### src/rtl/sclg_pkg.sv
package sclg_pkg;

   typedef enum logic [1:0] {
      CMD_NONE  = 2'd0,
      CMD_START = 2'd1,
      CMD_BIT   = 2'd2,
      CMD_STOP  = 2'd3
   } sclg_cmd_e;

   typedef enum logic [2:0] {
      ST_IDLE,
      ST_PARK,
      ST_LOW,
      ST_HIGH,
      ST_SSET,
      ST_SHOLD,
      ST_PLOW,
      ST_PSET
   } sclg_state_e;

endpackage

### src/rtl/sclg_hi_filter.sv
// Counts consecutive cycles of SCL seen high; qualifies after N cycles,
// where N depends on the speed mode.
module sclg_hi_filter #(
   parameter int FILT_STD  = 2,
   parameter int FILT_FAST = 1
) (
   input  logic clk,
   input  logic rst_n,
   input  logic scl_in,
   input  logic fast,
   output logic qual
);
   localparam int NMAX = (FILT_STD > FILT_FAST) ? FILT_STD : FILT_FAST;
   localparam int CW   = $clog2(NMAX + 1);

   logic [CW-1:0] need;
   logic [CW-1:0] run;

   assign need = fast ? CW'(FILT_FAST) : CW'(FILT_STD);
   assign qual = (run >= need);

   generate
      if (NMAX == 1) begin : g_flop
         always_ff @(posedge clk or negedge rst_n) begin
            if (!rst_n) run <= '0;
            else        run <= CW'(scl_in);
         end
      end else begin : g_count
         always_ff @(posedge clk or negedge rst_n) begin
            if (!rst_n)                 run <= '0;
            else if (!scl_in)           run <= '0;
            else if (run != CW'(NMAX))  run <= run + 1'b1;
         end
      end
   endgenerate
endmodule

### src/rtl/sclg_phase_cnt.sv
// Phase counter: advances on tick, wraps on the last cycle of the phase.
// A width of zero is treated as one.
module sclg_phase_cnt #(
   parameter int WB = 10
) (
   input  logic          clk,
   input  logic          rst_n,
   input  logic          tick,
   input  logic [WB-1:0] width,
   output logic [WB-1:0] cnt,
   output logic          last
);
   logic [WB-1:0] eff;

   assign eff  = (width == '0) ? WB'(1) : width;
   assign last = tick && (cnt == eff - WB'(1));

   always_ff @(posedge clk or negedge rst_n) begin
      if (!rst_n)    cnt <= '0;
      else if (last) cnt <= '0;
      else if (tick) cnt <= cnt + WB'(1);
   end
endmodule

### src/rtl/sclgen.sv
module sclgen
   import sclg_pkg::*;
#(
   parameter int WB        = 10,
   parameter int FILT_STD  = 2,
   parameter int FILT_FAST = 1
) (
   input  logic          clk,
   input  logic          rst_n,
   input  logic [WB-1:0] low_width,
   input  logic [WB-1:0] high_width,
   input  logic          fast_mode,
   input  logic          start_en,
   input  logic          cmd_valid,
   input  logic [1:0]    cmd_code,
   input  logic          wait_hold,
   input  logic          scl_in,
   output logic          ready,
   output logic          owned,
   output logic          scl_out,
   output logic          sda_chg,
   output logic          sda_smp,
   output logic          sda_fall,
   output logic          sda_rise
);
   localparam int HB = WB - 2;

   generate
      if (WB < 4) begin : g_bad_wb
         $error("sclgen: WB must be at least 4");
      end
      if (FILT_STD < 1 || FILT_FAST < 1) begin : g_bad_filt
         $error("sclgen: filter lengths must be at least 1");
      end
   endgenerate

   sclg_state_e   st, st_n;
   logic          qual, tick, last, take, low_ph, high_ph;
   logic [WB-1:0] cnt, ph_width, hold_pt;
   sclg_state_e   dispatch;

   sclg_hi_filter #(.FILT_STD(FILT_STD), .FILT_FAST(FILT_FAST)) u_filt (
      .clk    (clk),
      .rst_n  (rst_n),
      .scl_in (scl_in),
      .fast   (fast_mode),
      .qual   (qual)
   );

   assign low_ph   = (st == ST_LOW) || (st == ST_PLOW);
   assign high_ph  = (st == ST_HIGH) || (st == ST_SSET) ||
                     (st == ST_SHOLD) || (st == ST_PSET);
   assign ph_width = low_ph ? low_width : high_width;
   assign hold_pt  = {2'b00, low_width[WB-1:2]};
   assign tick     = !wait_hold && (low_ph || (high_ph && qual));

   sclg_phase_cnt #(.WB(WB)) u_cnt (
      .clk   (clk),
      .rst_n (rst_n),
      .tick  (tick),
      .width (ph_width),
      .cnt   (cnt),
      .last  (last)
   );

   assign ready = !wait_hold &&
                  ((st == ST_IDLE) || (st == ST_PARK) ||
                   (last && ((st == ST_HIGH) || (st == ST_SHOLD))));
   assign take  = cmd_valid && ready;

   always_comb begin
      dispatch = ST_PARK;
      if (take) begin
         unique case (sclg_cmd_e'(cmd_code))
            CMD_START: dispatch = start_en ? ST_SSET : ST_PARK;
            CMD_BIT:   dispatch = ST_LOW;
            CMD_STOP:  dispatch = ST_PLOW;
            default:   dispatch = ST_PARK;
         endcase
      end
   end

   always_comb begin
      st_n = st;
      unique case (st)
         ST_IDLE:  if (take && start_en && sclg_cmd_e'(cmd_code) == CMD_START)
                      st_n = ST_SSET;
         ST_PARK:  st_n = dispatch;
         ST_LOW:   if (last) st_n = ST_HIGH;
         ST_HIGH:  if (last) st_n = dispatch;
         ST_SSET:  if (last) st_n = ST_SHOLD;
         ST_SHOLD: if (last) st_n = dispatch;
         ST_PLOW:  if (last) st_n = ST_PSET;
         ST_PSET:  if (last) st_n = ST_IDLE;
         default:  st_n = ST_IDLE;
      endcase
   end

   always_ff @(posedge clk or negedge rst_n) begin
      if (!rst_n) st <= ST_IDLE;
      else        st <= st_n;
   end

   assign scl_out  = !(low_ph || (st == ST_PARK));
   assign owned    = (st != ST_IDLE);
   assign sda_chg  = tick && low_ph && (cnt == hold_pt);
   assign sda_smp  = tick && (st == ST_HIGH) && (cnt == '0);
   assign sda_fall = last && (st == ST_SSET);
   assign sda_rise = last && (st == ST_PSET);

   logic [HB-1:0] unused_hb;
   assign unused_hb = '0;
endmodule

### config.mk
export PLATFORM = sky130hd
export DESIGN_NAME = sclgen
export DESIGN_NICKNAME = d
export VERILOG_FILES = /design/src/rtl/sclg_pkg.sv /design/src/rtl/sclg_hi_filter.sv /design/src/rtl/sclg_phase_cnt.sv /design/src/rtl/sclgen.sv
export SDC_FILE = /design/constraint.sdc
export NUM_CORES = 1
export LEC_CHECK = 0
export ABC_CLOCK_PERIOD_IN_PS = 5200
export BUFFER_PORTS_ARGS = -buffer_cell sky130_fd_sc_hd__buf_2
export CORE_ASPECT_RATIO = 1.2
export CORE_MARGIN = 4
export CORE_UTILIZATION = 35
export DETAILED_ROUTE_END_ITERATION = 12
export PLACE_DENSITY = 0.56
export SYNTH_ARGS = -nofsm -noshare
export SYNTH_HDL_FRONTEND = slang
export SYNTH_SLANG_ARGS = --single-unit
### constraint.sdc
create_clock -name clk -period 5.2 [get_ports clk]
set_input_delay 1.04 -clock clk [delete_from_list [all_inputs] [get_ports clk]]
set_output_delay 1.04 -clock clk [all_outputs]
set_load 0.03 [all_outputs]
Word level (Yosys, flattened, before mapping)
Cells that the tools add are included.
W data, S select, Z words.
Word-level totals
  input port bits: 29
  RAM bits: 0
  register bits: 15
  memories kept: 0
  bits in read-only memories: 0
  latch bits: 0
Operators by class
  order comparisons: 1
  $add $sub $neg: 3
  bitwise logic cells: 0
  multiplexer cells: 17
  shift operators: 0
  multiply operators: 0
  reductions and logical operators: 32
  div/mod/pow operators: 0
  eq/ne operators: 20
Operator list (number)
  $mux W10: 4
  $mux W3: 8
  $pmux W3 S7: 1
  $logic_not A10 Y1: 2
  $logic_and A1 B1 Y1: 14
  $eq A3 B3 Y1 const B: 4
  $add A10 B1 Y10 const B: 1
  $eq A10 B10 Y1: 1
  $eq A10 B8 Y1: 1
  $ne A2 B2 Y1 const B: 5
  $sub A10 B1 Y10 const B: 1
  $logic_or A1 B1 Y1: 9
  $pmux W3 S3: 1
  $eq A3 B2 Y1 const B: 2
  $mux W2: 3
  $ne A2 B1 Y1 const B: 3
  $reduce_and A6 Y1: 1
  $eq A2 B2 Y1 const B: 2
  $eq A3 B1 Y1 const B: 1
  $logic_not A3 Y1: 1
  $reduce_bool A3 Y1: 1
  $add A2 B1 Y2 const B: 1
  $eq A2 B1 Y1 const B: 1
  $ge A2 B2 Y1: 1
  other kinds (3): 4

Depth between registers and ports, before layout
  depth in word-level cells: 16
  mapped depth: 14

By module
From an unflattened synthesis, not the netlist that was laid out.
Second synthesis, totals
  cells, all modules: 179
  area total of the unflattened synthesis: 1537.7 um2
Modules (own cells, without submodules)
  sclg_phase_cnt: area each 883.3 um2, sequential area each 250.2 um2, cells each 97, times used 1
  sclgen: area each 513.0 um2, sequential area each 75.1 um2, cells each 69, times used 1
  sclg_hi_filter: area each 141.4 um2, sequential area each 50.0 um2, cells each 13, times used 1

Worst setup path before layout
OpenSTA, ideal clock, no wires.
  kind: input port to output port
  start point: in low_width[5]
  end point: out sda_fall
  path buffers: 0
  setup slack: 0.363 ns
  arrival time: 3.797 ns
  stages: 11
  required time: 4.160 ns
  cell sequence: or4b_4 > o31a_4 > nor3_2 > a21oi_1 > ha_1 > xnor2_1 > a21oi_1 > o2111ai_1 > a2111oi_4 > and3_4 > nor4b_4
Between the ends
  word-level cells in the longest chain between the ends: 7
Ends and longest elaborated chain
  from (decl): line sclgen.sv:10  | input logic [WB-1:0] low_width,
  $mux W10 (*): line sclgen.sv:53  | assign ph_width = low_ph ? low_width : high_width;
  $logic_not A10 Y1: line sclg_phase_cnt.sv:15  | assign eff = (width == '0) ? WB'(1) : width;
  $mux W10 (*): line sclg_phase_cnt.sv:15
  $sub A10 B1 Y10 (*): line sclg_phase_cnt.sv:16  | assign last = tick && (cnt == eff - WB'(1));
  $eq A10 B10 Y1 (*): line sclg_phase_cnt.sv:16
  $logic_and A1 B1 Y1 (*): line sclg_phase_cnt.sv:16
  $logic_and A1 B1 Y1 (*): line sclgen.sv:108  | assign sda_fall = last && (st == ST_SSET);
  to (decl): line sclgen.sv:23  | output logic sda_fall,
Every way passes the cells marked *; elsewhere a longest branch is shown, timed or not.

Final worst setup path
  start point: in low_width[5]
  end point: out ready
Between the ends
  word-level cells in the longest chain between the ends: 9
Ends and longest elaborated chain
  $mux W10 (*): line sclgen.sv:53
  $logic_not A10 Y1: line sclg_phase_cnt.sv:15
  $mux W10 (*): line sclg_phase_cnt.sv:15
  $sub A10 B1 Y10 (*): line sclg_phase_cnt.sv:16
  $eq A10 B10 Y1 (*): line sclg_phase_cnt.sv:16
  $logic_and A1 B1 Y1 (*): line sclg_phase_cnt.sv:16
  $logic_and A1 B1 Y1 (*): line sclgen.sv:68  | (last && ((st == ST_HIGH) || (st == ST_SHOLD))));
  $logic_or A1 B1 Y1 (*): line sclgen.sv:67  | ((st == ST_IDLE) || (st == ST_PARK) ||
  $logic_and A1 B1 Y1 (*): line sclgen.sv:66  | assign ready = !wait_hold &&
  to (decl): line sclgen.sv:18  | output logic ready,
Marked as above.

==> results.yml <==
drt:
  avgViaCountPerCell: 5.54
  drt-initial-drc-count: 120
  drtPass1Iterations: 4
  vias: 1657
  wirelength_mm: 4.65
  drc: 0
  avgRoutedWirePerCell_um: 15.5
  postRouteAntennaNets: 0
clock_network:
  ctsHoldBuffers: 0
  clk_latency_ns: 0.24
  cts.sinks: 15
  post-cts-setup-buffers: 0
  cts_resized: 0
  htree_num_levels: 1
  cts-root-buf: "clkbuf_8"
  clock_path_buffers: 2
  clkTransAtPathRegs_ns: 0.06
  tritoncts: "done"
  cts_buffers: 3
sta:
  period_minus_slack_ns: 5.02
  fin_setup_tns_ns: 0
  slew_headroom_pct: 56.5
  setup_slack_ns: 0.185
  finalSetupViolCount: 0
  finalHoldViolations: 0
  rsz0062_at_grt: "false"
  fmax_mhz: 199
  tightest_slew_ns: 0.645
  timing.hold.ws_ns: 0.605
  drv_slew: 0
  fin_skew_ns: 0.00130
  finalCritPeriodShare_pct: 96.4
grt:
  grt_pass1_vias: 1602
  grt_antenna_before_repair: 0
  grt_util_met3_pct: 0.928
  busiest_layer: "met2"
  grt_max_degree: 17
  gr-total-overflow: 0
  grt_pass1_wl_mm: 7.51
  met2_usage_pct: 24.6
  grt_util_met1_pct: 19.7
  track_usage_pct: 14.8
synthesis:
  synth_top_flop_cell: "dfrtp_1"
  synth_seq_cells: 15
  syn_avg_cell_area_um2: 8.60
  yosys_warnings: 0
  syn_nets: 243
  synth_area_mm2: 0.00179
  yosys-top-cells-area: "dfrtp_1, xnor2_1, mux2i_1, xor2_1, nor2_1"
  synth_top_area_share_pct: 21.0
  synthArstFlopShare_pct: 100
  synth_largest_area_cell: "dfrtp_1"
  synthDistinctLibCells: 56
  synth_cells: 208
  seq_area_frac_synth_pct: 21.0
  synth-edff-count: 0
worst_setup_path:
  worstPathMaxFanout: 6
  worstPathCellList: "buf_2, or4b_4, o31a_4, nor3_2, a21oi_1, ha_1, xnor2_1, xnor2_1, o2111ai_1, a2111oi_4, buf_4, nand4_1, o311ai_0, buf_2"
  crit_path_start_kind: "input pin"
  max_stage_delay_ns: 0.53
  timing.reg2reg.setup_slack_ns: 1.66
  worstPathRequired_ns: 4.16
  reg2reg_from: "st[1]$_DFFE_PN0P_"
  end_kind: "output pin"
  crit_slowest_cell: "or4b_4"
  reg2reg_to: "st[2]$_DFFE_PN0P_"
  r2r_cells: 12
  cp_data_arrival_time_ns: 3.98
  setup.worst_path.class: "in2out"
final_layout:
  final_common_cell: "buf_2"
  area_growth_pct: 15.4
  num_antenna_cells: 0
  final_area_mm2: 0.00206
  drive_gt1_share_pct: 24.3
  nNetsFinal: 275
  finalNonFillerCells: 299
  layout_common_cells: "buf_2, nor2_1, xnor2_1"
floorplanning:
  dieArea_mm2: 0.00632
  start_util_pct: 36.2
  die_h_um: 86.3
  coreArea_mm2: 0.00494
  io_pins: 36
  die_width_um: 73.3
  rows: 28
placed_design:
  numPlacedInstances: 295
  dp_hpwl_mm: 3.66
  placed_area_mm2: 0.00202
  place.gp.congestion: 0.837
  port_buffers: 35
  pre_cts_slack_ns: 0.198
hold_path:
  hp-start: "u_cnt.cnt[9]$_DFFE_PN0P_"
  min_path_type: "reg2reg"
  min_to: "u_cnt.cnt[9]$_DFFE_PN0P_"
  whs_path_depth: 2
status:
  status: "complete, no violations"
power_and_ir_drop:
  power.density_mw_per_mm2: 239
  max-vdd-ir-drop_uv: 165
  p_leak_uw: 0.000839
flow_run:
  maxCapViolations: 0
area by class of cell:
cell class / count / area (um2)
clock buffers: 4 / 45.0
fillers: 517 / 2880
inverters: 6 / 22.5
multi-input cells: 174 / 1320
flip-flops and latches: 15 / 375
well taps: 60 / 75.1
repair buffers: 40 / 225
cells by family (layout without fill, tap and decap cells):
kind of cell	after synthesis	after routing	share of synthesized area, %
fa+ha+maj	6	6	4.20
simple gates	87	87	28.8
buf+inv	19	50	5.17
compound gates	40	40	19.4
xor+xnor	27	27	13.2
flops	15	15	21.0
mux	14	14	8.18
layer usage:
layer	share of wire, %	vias to the layer above
li1	-	830
met1	46	795
met2	49	26
met3	2.8	6
met4	1.7	0
met5	0	-
worst max-delay path by stage:
stage                      start  endpoint  slack [ns]  depth (start not counted)
floorplan           low_width[5]  sda_fall        0.36                         11
global placement    low_width[5]     ready        0.25                         14
detailed placement  low_width[5]     ready        0.20                         14
CTS                 low_width[5]     ready        0.19                         14
global route        low_width[5]     ready        0.05                         14
finish              low_width[5]     ready        0.18                         14
registers in the layout, summed over array words and instances, names as in the netlist:
register	cells
st	3
u_cnt.cnt	10
u_filt.run	2
where the power goes:
group	internal (uW)	leakage [uW]	switching (uW)
clock	54.1	0.0000228	36.5
sequential	143	0.000195	49.3
combinational	103	0.000621	109
total	299	0.000839	195
synthesized netlist by cell type (3+ instances only):
library cell  number
nand4_1            8
dfrtp_1           15
mux2i_1           11
o31ai_1            3
and2_1             4
clkbuf_1           6
a211oi_1           3
a21oi_1            5
xnor2_1           16
ha_1               6
nand2b_1           4
nor2_1            21
inv_1              6
nor2b_1            6
nor3_1             5
nand3_1            5
o21ai_0            6
and4_1             3
nand2_1           11
buf_2              3
nor4_1             5
xor2_1            11
metrics by stage:
| step | total power (uW) | util (%) |
|---|---|---|
| final | 494 | 41.8 |
| after global routing | 539 | 41.8 |
| after CTS | 499 | 41.8 |
| after detailed placement | 404 | 40.9 |
| after global placement | 403 | 40.9 |
| after floorplan | 342 | - |
worst max-delay path: cells and delay by family:
family	cells	cell delay, ns
xor gates and xnor gates	2	0.34
and+or+nand+nor	3	0.81
AOI/OAI and AO/OA	5	0.97
buffers and inverters	3	0.60
adders and majority gates	1	0.23
(Power assumes the default switching activity.)
